[src/rtl/tsc_pkg.sv]
package tsc_pkg;

    localparam int NUM_SLOTS  = 12;
    localparam int SLOT_IDX_W = 4;
    localparam int CFG_W      = 4;
    localparam int AVG_N      = 4;
    localparam int AVG_SHIFT  = 2;

    // Slot roles inside one frame; this order is the scan sequence.
    localparam logic [SLOT_IDX_W-1:0] SLOT_LAST = 4'd11;
    localparam logic [SLOT_IDX_W-1:0] PEN_A     = 4'd1;
    localparam logic [SLOT_IDX_W-1:0] PEN_B     = 4'd11;
    localparam logic [SLOT_IDX_W-1:0] X_FIRST   = 4'd2;
    localparam logic [SLOT_IDX_W-1:0] X_LAST    = 4'd5;
    localparam logic [SLOT_IDX_W-1:0] Y_FIRST   = 4'd6;
    localparam logic [SLOT_IDX_W-1:0] Y_LAST    = 4'd9;

    localparam logic [CFG_W-1:0] CFG_IDLE   = 4'h0;
    localparam logic [CFG_W-1:0] CFG_DETECT = 4'h1;
    localparam logic [CFG_W-1:0] CFG_X      = 4'h2;
    localparam logic [CFG_W-1:0] CFG_Y      = 4'h4;

    typedef enum logic [1:0] {
        ST_IDLE   = 2'd0,
        ST_SETTLE = 2'd1,
        ST_CONV   = 2'd2
    } seq_state_e;

    function automatic logic [CFG_W-1:0] slot_cfg(input logic [SLOT_IDX_W-1:0] s);
        if (s >= X_FIRST && s <= X_LAST) begin
            return CFG_X;
        end else if (s >= Y_FIRST && s <= Y_LAST) begin
            return CFG_Y;
        end
        return CFG_DETECT;
    endfunction

endpackage

[src/rtl/tsc_seq.sv]
module tsc_seq
    import tsc_pkg::*;
#(
    parameter int SETTLE_W = 8
) (
    input  logic                  clk,
    input  logic                  rst_n,
    input  logic                  enable,
    input  logic [SETTLE_W-1:0]   settle_cycles,
    input  logic                  adc_ready,
    output logic                  adc_req,
    output logic [CFG_W-1:0]      drive_cfg,
    output logic                  cap_en,
    output logic [SLOT_IDX_W-1:0] cap_slot,
    output logic                  frame_done
);

    typedef struct packed {
        seq_state_e              state;
        logic [SLOT_IDX_W-1:0]   slot;
        logic [SETTLE_W-1:0]     cnt;
        logic                    done;
    } seq_t;

    seq_t seq_d, seq_q;

    always_comb begin
        seq_d      = seq_q;
        seq_d.done = 1'b0;
        unique case (seq_q.state)
            ST_IDLE: begin
                if (enable) begin
                    seq_d.state = ST_SETTLE;
                    seq_d.slot  = '0;
                    seq_d.cnt   = '0;
                end
            end
            ST_SETTLE: begin
                if (seq_q.cnt >= settle_cycles) begin
                    seq_d.state = ST_CONV;
                end else begin
                    seq_d.cnt = seq_q.cnt + 1'b1;
                end
            end
            ST_CONV: begin
                if (adc_ready) begin
                    seq_d.cnt = '0;
                    if (seq_q.slot == SLOT_LAST) begin
                        seq_d.done  = 1'b1;
                        seq_d.slot  = '0;
                        seq_d.state = enable ? ST_SETTLE : ST_IDLE;
                    end else begin
                        seq_d.slot  = seq_q.slot + 1'b1;
                        seq_d.state = ST_SETTLE;
                    end
                end
            end
            default: seq_d.state = ST_IDLE;
        endcase
    end

    always_ff @(posedge clk or negedge rst_n) begin
        if (!rst_n) begin
            seq_q <= '{state: ST_IDLE, slot: '0, cnt: '0, done: 1'b0};
        end else begin
            seq_q <= seq_d;
        end
    end

    assign adc_req    = (seq_q.state == ST_CONV);
    assign cap_en     = (seq_q.state == ST_CONV) && adc_ready;
    assign cap_slot   = seq_q.slot;
    assign frame_done = seq_q.done;
    assign drive_cfg  = (seq_q.state == ST_IDLE) ? CFG_IDLE : slot_cfg(seq_q.slot);

endmodule

[src/rtl/tsc_frame.sv]
module tsc_frame
    import tsc_pkg::*;
#(
    parameter int SAMPLE_W = 10
) (
    input  logic                                 clk,
    input  logic                                 rst_n,
    input  logic                                 cap_en,
    input  logic [SLOT_IDX_W-1:0]                cap_slot,
    input  logic [SAMPLE_W-1:0]                  cap_data,
    input  logic [SLOT_IDX_W-1:0]                rd_sel,
    output logic [SAMPLE_W-1:0]                  rd_data,
    output logic [NUM_SLOTS-1:0][SAMPLE_W-1:0]   samples
);

    logic [NUM_SLOTS-1:0][SAMPLE_W-1:0] smp_d, smp_q;

    for (genvar g = 0; g < NUM_SLOTS; g++) begin : g_slot
        assign smp_d[g] = (cap_en && (cap_slot == SLOT_IDX_W'(g))) ? cap_data : smp_q[g];
    end

    always_ff @(posedge clk or negedge rst_n) begin
        if (!rst_n) begin
            smp_q <= '0;
        end else begin
            smp_q <= smp_d;
        end
    end

    assign samples = smp_q;
    assign rd_data = (rd_sel <= SLOT_LAST) ? smp_q[rd_sel] : '0;

endmodule

[src/rtl/tsc_decide.sv]
module tsc_decide
    import tsc_pkg::*;
#(
    parameter int SAMPLE_W  = 10,
    parameter int THR_IN_W  = 16,
    parameter int THR_RESET = 750
) (
    input  logic                                 clk,
    input  logic                                 rst_n,
    input  logic                                 frame_done,
    input  logic [NUM_SLOTS-1:0][SAMPLE_W-1:0]   samples,
    input  logic                                 thr_wr_en,
    input  logic [THR_IN_W-1:0]                  thr_wr_data,
    output logic [SAMPLE_W-1:0]                  thr_value,
    output logic                                 pen_down,
    output logic [SAMPLE_W-1:0]                  coord_x,
    output logic [SAMPLE_W-1:0]                  coord_y,
    output logic                                 coord_valid
);

    localparam int SUM_W = SAMPLE_W + AVG_SHIFT;

    typedef struct packed {
        logic [SAMPLE_W-1:0] thr;
        logic                pen;
        logic [SAMPLE_W-1:0] x;
        logic [SAMPLE_W-1:0] y;
        logic                valid;
    } dec_t;

    dec_t dec_d, dec_q;
    logic [SUM_W-1:0] sum_x, sum_y;
    logic             wr_in_range;
    logic             pen_now;

    always_comb begin
        sum_x = '0;
        sum_y = '0;
        for (int i = 0; i < AVG_N; i++) begin
            sum_x = sum_x + SUM_W'(samples[int'(X_FIRST) + i]);
            sum_y = sum_y + SUM_W'(samples[int'(Y_FIRST) + i]);
        end
    end

    assign wr_in_range = ~|thr_wr_data[THR_IN_W-1:SAMPLE_W];
    assign pen_now     = (samples[PEN_A] < dec_q.thr) && (samples[PEN_B] < dec_q.thr);

    always_comb begin
        dec_d       = dec_q;
        dec_d.valid = 1'b0;
        if (thr_wr_en && wr_in_range) begin
            dec_d.thr = thr_wr_data[SAMPLE_W-1:0];
        end
        if (frame_done) begin
            dec_d.pen = pen_now;
            if (pen_now) begin
                dec_d.x     = sum_x[SUM_W-1:AVG_SHIFT];
                dec_d.y     = sum_y[SUM_W-1:AVG_SHIFT];
                dec_d.valid = 1'b1;
            end
        end
    end

    always_ff @(posedge clk or negedge rst_n) begin
        if (!rst_n) begin
            dec_q <= '{thr: SAMPLE_W'(THR_RESET), pen: 1'b0, x: '0, y: '0, valid: 1'b0};
        end else begin
            dec_q <= dec_d;
        end
    end

    assign thr_value   = dec_q.thr;
    assign pen_down    = dec_q.pen;
    assign coord_x     = dec_q.x;
    assign coord_y     = dec_q.y;
    assign coord_valid = dec_q.valid;

endmodule

[src/rtl/touch_scan_top.sv]
module touch_scan_top
    import tsc_pkg::*;
#(
    parameter int SAMPLE_W  = 10,
    parameter int SETTLE_W  = 8,
    parameter int THR_IN_W  = 16,
    parameter int THR_RESET = 750
) (
    input  logic                  clk,
    input  logic                  rst_n,
    input  logic                  scan_en,
    input  logic [SETTLE_W-1:0]   settle_cycles,
    input  logic                  thr_wr_en,
    input  logic [THR_IN_W-1:0]   thr_wr_data,
    output logic [SAMPLE_W-1:0]   thr_value,
    output logic                  adc_req,
    input  logic                  adc_ready,
    input  logic [SAMPLE_W-1:0]   adc_data,
    output logic [CFG_W-1:0]      drive_cfg,
    output logic                  pen_down,
    output logic [SAMPLE_W-1:0]   coord_x,
    output logic [SAMPLE_W-1:0]   coord_y,
    output logic                  coord_valid,
    input  logic [SLOT_IDX_W-1:0] sample_sel,
    output logic [SAMPLE_W-1:0]   sample_data
);

    logic                               cap_en;
    logic [SLOT_IDX_W-1:0]              cap_slot;
    logic                               frame_done;
    logic [NUM_SLOTS-1:0][SAMPLE_W-1:0] frame_samples;

    tsc_seq #(
        .SETTLE_W (SETTLE_W)
    ) i_seq (
        .clk           (clk),
        .rst_n         (rst_n),
        .enable        (scan_en),
        .settle_cycles (settle_cycles),
        .adc_ready     (adc_ready),
        .adc_req       (adc_req),
        .drive_cfg     (drive_cfg),
        .cap_en        (cap_en),
        .cap_slot      (cap_slot),
        .frame_done    (frame_done)
    );

    tsc_frame #(
        .SAMPLE_W (SAMPLE_W)
    ) i_frame (
        .clk      (clk),
        .rst_n    (rst_n),
        .cap_en   (cap_en),
        .cap_slot (cap_slot),
        .cap_data (adc_data),
        .rd_sel   (sample_sel),
        .rd_data  (sample_data),
        .samples  (frame_samples)
    );

    tsc_decide #(
        .SAMPLE_W  (SAMPLE_W),
        .THR_IN_W  (THR_IN_W),
        .THR_RESET (THR_RESET)
    ) i_decide (
        .clk         (clk),
        .rst_n       (rst_n),
        .frame_done  (frame_done),
        .samples     (frame_samples),
        .thr_wr_en   (thr_wr_en),
        .thr_wr_data (thr_wr_data),
        .thr_value   (thr_value),
        .pen_down    (pen_down),
        .coord_x     (coord_x),
        .coord_y     (coord_y),
        .coord_valid (coord_valid)
    );

endmodule

[config.mk]
export PLATFORM = sky130hd
export DESIGN_NAME = touch_scan_top
export DESIGN_NICKNAME = d
export VERILOG_FILES = /design/src/rtl/tsc_pkg.sv /design/src/rtl/tsc_seq.sv /design/src/rtl/tsc_frame.sv /design/src/rtl/tsc_decide.sv /design/src/rtl/touch_scan_top.sv
export SDC_FILE = /design/constraint.sdc
export NUM_CORES = 1
export LEC_CHECK = 0
export CAP_MARGIN = 10
export CORE_UTILIZATION = 54
export DETAILED_ROUTE_END_ITERATION = 8
export DONT_BUFFER_PORTS = 1
export PLACE_DENSITY = 0.69
export SLEW_MARGIN = 10
export SYNTH_ARGS = -nofsm -noshare
export SYNTH_HDL_FRONTEND = slang
export SYNTH_HIERARCHICAL = 1
export SYNTH_SLANG_ARGS = --single-unit
[constraint.sdc]
create_clock -name clk -period 6.96 [get_ports clk]
set_input_delay 1.392 -clock clk [delete_from_list [all_inputs] [get_ports clk]]
set_output_delay 1.392 -clock clk [all_outputs]
set_load 0.02 [all_outputs]
### After elaboration in Yosys (flattened, before gate mapping)

Index checks and enable logic that the tools add are counted.

| storage, ports and cells | value |
|---|---|
| flip-flop bits (word level) | 167 |
| bits of input ports | 43 |
| output and inout port bits | 47 |
| word-level logic and storage cells | 104 |

| cells by class | value |
|---|---|
| add/sub/neg operators | 8 |
| magnitude comparators | 9 |
| equality and inequality tests | 17 |
| muxes and demuxes | 22 |
| reductions and logical operators | 27 |

Operators with widths:

| operator | number |
|---|---|
| $add A12 B10 Y12 | 4 |
| $bmux W10 S4 | 1 |
| $pmux W8 S3 | 1 |
| $add A10 B10 Y11 | 2 |
| $lt A10 B10 Y1 | 2 |
| $mux W10 | 2 |
| $logic_and A1 B1 Y1 | 17 |
| $eq A4 B3 Y1 const B | 4 |
| $eq A4 B4 Y1 const B | 4 |
| $mux W4 | 4 |
| $mux W15 | 1 |
| $mux W14 | 1 |
| $add A8 B1 Y8 const B | 1 |
| $eq A4 B2 Y1 const B | 2 |
| $ge A8 B8 Y1 | 1 |
| $le A4 B4 Y1 const B | 2 |
| $mux W8 | 1 |
| $pmux W4 S2 | 1 |
| $mux W1 | 7 |
| $mux W6 | 1 |
| $pmux W2 S3 | 1 |
| $reduce_and A3 Y1 | 2 |
| $reduce_or A6 Y1 | 1 |
| $lt A4 B5 Y1 const B | 1 |
| 17 further kinds | 19 |

### Logic depth before layout (Yosys ltp)

| depth | value |
|---|---|
| depth after elaboration | 6 |
| depth in mapped cells | 17 |
| mapped depth without buffers | 17 |

### Modules after synthesis

Netlist, hierarchy kept.

Modules (own cells, without submodules):

| module | instances | cells an instance | area an instance (µm²) | seq. area each (µm²) |
|---|---|---|---|---|
| tsc_frame | 1 | 345 | 5570.3 | 3002.9 |
| tsc_decide | 1 | 351 | 3495.9 | 809.5 |
| tsc_seq | 1 | 141 | 1237.4 | 375.4 |

### Worst setup path after synthesis

No wires, ideal clock.

| timing | value |
|---|---|
| path kind | input to output |
| start point | input port sample_sel[3] |
| end point | output port sample_data[7] |
| arrival time | 2.543 ns |
| required time | 5.568 ns |
| path slack | 3.025 ns |
| cell stages on the path | 5 |
| buffers on the path | 2 |
| cell sequence | buf_2 > buf_2 > mux4_2 > a22oi_1 > o21ai_0 |

| between the ends | value |
|---|---|
| word-level cells in the longest chain between the ends | 3 |
| elaborated cells between the ends (all ways) | 4 |
| those cells by class | order compare: 1; mux: 3 |

Ends and longest elaborated chain:

| what | RTL line | source |
|---|---|---|
| start: declaration | touch_scan_top.sv:24 | `input logic [SLOT_IDX_W-1:0] sample_sel,` |
| $bmux W10 S4 | tsc_frame.sv:31 | `assign rd_data = (rd_sel <= SLOT_LAST) ? smp_q[rd_sel] : '0;` |
| $mux W10 (implied by the code) | tsc_frame.sv:31 |  |
| $mux W10 * | tsc_frame.sv:31 |  |
| end: declaration | touch_scan_top.sv:25 | `output logic [SAMPLE_W-1:0] sample_data` |

Mark *: on every way between the ends. The rest lies on a longest branch, timed or not. The select of a mux whose other input is x is not followed.

### Final worst setup path

| timing | value |
|---|---|
| start point | input port sample_sel[0] |
| end point | output port sample_data[3] |

Same word-level chain as after synthesis.

==> flow_summary.toml <==
[power_and_ir_drop]
seqPwrFrac_pct = 43.4
p_sw_mw = 0.7664
clockPowerShare_pct = 37.6
power_frac_comb_pct = 19.0
power_per_cell_area_mw_per_mm2 = 242.1
p_int_mw = 1.908
max-vdd-ir-drop_uv = 203.3
p_total_mw = 2.674
switching_share_pct = 28.66
p_leak_nw = 5.486

[route]
drc = 0
wire_per_inst_um = 21.51
via_per_inst = 6.137
wl_mm = 23.08
drt_first_pass_iters = 5
postRouteAntennaNets = 0
drt_iter0_drc = 437
vias = 6585

[cells_and_area]
diodes = 0
final_nets = 965
stdcell_count = 1073
fillerInstances = 1494
syn2layout_area_growth_pct = 7.177
drive_gt1_share_pct = 28.84

[die]
dieArea_mm2 = 0.01964
std_cell_rows = 50
die_h_um = 140.1
core_area_mm2 = 0.01871
die_w_um = 140.1
initial_utilization_pct = 55.08
pin_count = 90

[logic_synthesis]
synthCells = 837
syn_area_mm2 = 0.01030
yosysSeqAreaShare_pct = 40.64
ys_ff_latch = 167
synth_edf_count = 0
synth-compound-area-share_pct = 7.626
synth-simple-area-share_pct = 6.946
synth_top_family_by_area = "multiplexers"
synth_nets = 976
synth.area.mux_share_pct = 23.98
synth-xor-area-share_pct = 1.870
yosys.area_share.adder_pct = 13.92
synth_warnings = 6
async_flop_share_pct = 100.0
avgSynthCellArea_um2 = 12.31
ys.flop_type = "dfrtp_1"
synth.distinct_cells = 68

[global_route]
grt-ovfl-total = 0
grt_pass1_vias = 7048
antenna_found_initial = 0
grt_pass1_wl_mm = 37.27
grt_max_degree = 168
track_usage_pct = 24.97

[timing]
fin_crit_sh_pct = 59.03
post-route-min-period_ns = 4.108
setup_total_negative_slack_ns = 0
rsz0062_at_grt = "no"
finClkSkew_ns = 0.01060
slew_violations = 0
slew_headroom_pct = 22.42
hold_viol = 0
clock.fmax_ghz = 0.2434
max_slew.worst_pin.slew_ns = 1.161
setup_viol = 0

[placement]
gp_congestion = 0.8761
dpl.cell_count = 1041
dp_hpwl_mm = 17.11
io_buffer_count = 0

[outcome]
status = "complete, no violations"

[clock_tree]
clk_latency_ns = 0.43
clock_sinks = 167
ctsResizeCount = 0
tritoncts = "built"
numCtsBuffers = 17
post_cts_buffers = 0
path_clk_slew_ns = 0.06
ctsHoldBuffers = 0
clockRootBuffer = "clkbuf_16"
clk_path_buf_depth = 2
htreeDepth = 4

[min_path]
hold_class = "flip-flop to flip-flop"
hold_end = "i_decide/pen_down$_DFFE_PN0P_"
hold_path_depth = 1
hp-start = "i_seq/frame_done$_DFF_PN0_"

[critical_path]
r2r-start = "i_frame/samples[70]$_DFFE_PN0P_"
r2r_slack_ns = 2.89
critPathArrivalTime_ns = 2.72
worstSetupPathType = "input port to output pin"
cp-end-kind = "output pin"
regToRegEndpoint = "i_decide/coord_y[9]$_DFFE_PN0P_"
cp_max_fo = 12
cp.required_ns = 5.57
cp-start-kind = "input port"
reg2reg_depth = 16

[job]
drv_cap = 0
## final cells by class
class                      instances  area, um^2  area share [%]
timing repair buffer               1       7.507         0.06798
sequential                       167        4188           37.92
clock inverter                    15       203.9           1.847
multi-input combinational        553        5603           50.74
tap                              234       292.8           2.651
clock buffer                      17       425.4           3.852
inverter                          86       322.8           2.923
## synth_stat cells (2+ instances only)
library cell / instances / area, um^2
dfrtp_1: 160 / 4004
mux2_2: 131 / 1475
inv_1: 86 / 322.8
ha_1: 65 / 813.3
nand2_1: 33 / 123.9
fa_1: 31 / 620.6
o21ai_0: 31 / 155.2
mux4_2: 30 / 675.7
nor2_1: 25 / 93.84
a21oi_1: 24 / 120.1
mux2_4: 20 / 300.3
xnor2_1: 15 / 131.4
a21o_1: 14 / 105.1
nor3_1: 13 / 65.06
nand2b_1: 11 / 68.82
a22oi_1: 10 / 75.07
buf_4: 10 / 75.07
clkbuf_2: 10 / 50.05
buf_2: 7 / 35.03
dfstp_2: 7 / 183.9
nand3_1: 7 / 35.03
nor2b_1: 7 / 43.79
xor2_1: 7 / 61.31
and3_1: 6 / 37.54
nor2_2: 6 / 37.54
a221o_1: 5 / 50.05
or2_2: 4 / 25.02
a211oi_1: 3 / 22.52
a31oi_1: 3 / 18.77
nor4b_1: 3 / 26.28
o41ai_1: 3 / 26.28
or3_1: 3 / 18.77
a2111oi_0: 2 / 17.52
a21oi_2: 2 / 17.52
a221oi_1: 2 / 17.52
and2_1: 2 / 12.51
buf_6: 2 / 22.52
mux2i_1: 2 / 20.02
nand3b_4: 2 / 40.04
nand4_1: 2 / 12.51
o211a_1: 2 / 20.02
o21ai_1: 2 / 10.01
o22ai_1: 2 / 12.51
## metrics by stage
stage / worst slack, ns / hold slack, ns / cell area, um^2 / util [%]
2_1_floorplan: 3.025 / 0.4350 / 10300 / -
3_5_place_dp: 2.902 / 0.4601 / 10410 / 55.67
5_1_grt: 2.469 / 0.5155 / 11040 / 59.04
3_3_place_gp: 2.912 / 0.4617 / 10410 / 55.67
4_1_cts: 2.876 / 0.4735 / 11040 / 59.04
6_report: 2.852 / 0.4779 / 11040 / 59.04
## flip-flops by register name (all words and copies together), names as in the netlist
register	cells
i_decide/coord_valid	1
i_decide/coord_x	10
i_decide/coord_y	10
i_decide/pen_down	1
i_decide/thr_value	10
i_frame/samples	120
i_seq/cap_slot	4
i_seq/frame_done	1
i_seq/seq_q	10
## power by group through the flow
stage | combinational (mW) | sequential [mW] | clock [mW]
after CTS | 0.507 | 1.16 | 1.03
final | 0.509 | 1.16 | 1.01
after detailed placement | 0.500 | 1.18 | 0
after global placement | 0.470 | 1.17 | 0
after floorplan | 0.426 | 1.14 | 0
after global routing | 0.561 | 1.17 | 1.06
## logic make-up (layout without fill, tap and decap cells)
kind of cell	after synthesis	count (layout)
xor gates and xnor gates	22	22
buffers and inverters	117	119
other	1	1
muxes	183	183
and+or+nand+nor	133	133
DFF	167	167
AOI/OAI and AO/OA	118	118
adders and majority gates	96	96
## layer usage
| layer | vias up | track usage, % | share of wire, % |
|---|---|---|---|
| li1 | 2955 | - | - |
| met1 | 3427 | 30.78 | 41 |
| met2 | 169 | 44.39 | 52 |
| met3 | 34 | 4.718 | 4.4 |
| met4 | 0 | 7.692 | 1.7 |
| met5 | - | 0 | 0 |
## worst max path at each step
stage,startpoint,to,depth (start not counted),slack [ns]
final,sample_sel[0],sample_data[3],3,2.85
after CTS,i_frame/samples[70]$_DFFE_PN0P_,i_decide/coord_y[9]$_DFFE_PN0P_,16,2.88
after detailed placement,sample_sel[0],sample_data[5],3,2.90
after global placement,sample_sel[0],sample_data[5],3,2.91
after global routing,i_frame/samples[70]$_DFFE_PN0P_,i_decide/coord_y[9]$_DFFE_PN0P_,16,2.47
after floorplan,sample_sel[3],sample_data[7],5,3.02
## worst max-delay path, stage by stage
cell,delay [ns]
nor2b_1,0.72
a22oi_1,0.26
o21ai_0,0.34
## placed cells by master, fill, tap and decap left out, types with 3 or more instances in the layout
master,synthesis,layout
nor3_1,13,13
inv_1,86,86
nand2_1,33,33
mux2_4,20,20
nand3_1,7,7
a22oi_1,10,10
nand2b_1,11,11
nor4b_1,3,3
a221o_1,5,5
fa_1,31,31
dfstp_2,7,7
and3_1,6,6
a31oi_1,3,3
a21oi_1,24,24
clkinv_2,0,3
bufinv_16,0,4
o41ai_1,3,3
o21ai_0,31,31
clkbuf_16,0,17
ha_1,65,65
dfrtp_1,160,160
nor2_1,25,25
a21o_1,14,14
or2_2,4,4
or3_1,3,3
xnor2_1,15,15
nor2_2,6,6
mux4_2,30,30
nor2b_1,7,7
clkinv_4,0,6
xor2_1,7,7
mux2_2,131,131
a211oi_1,3,3
Note: power is estimated with default switching activity, not from simulation.
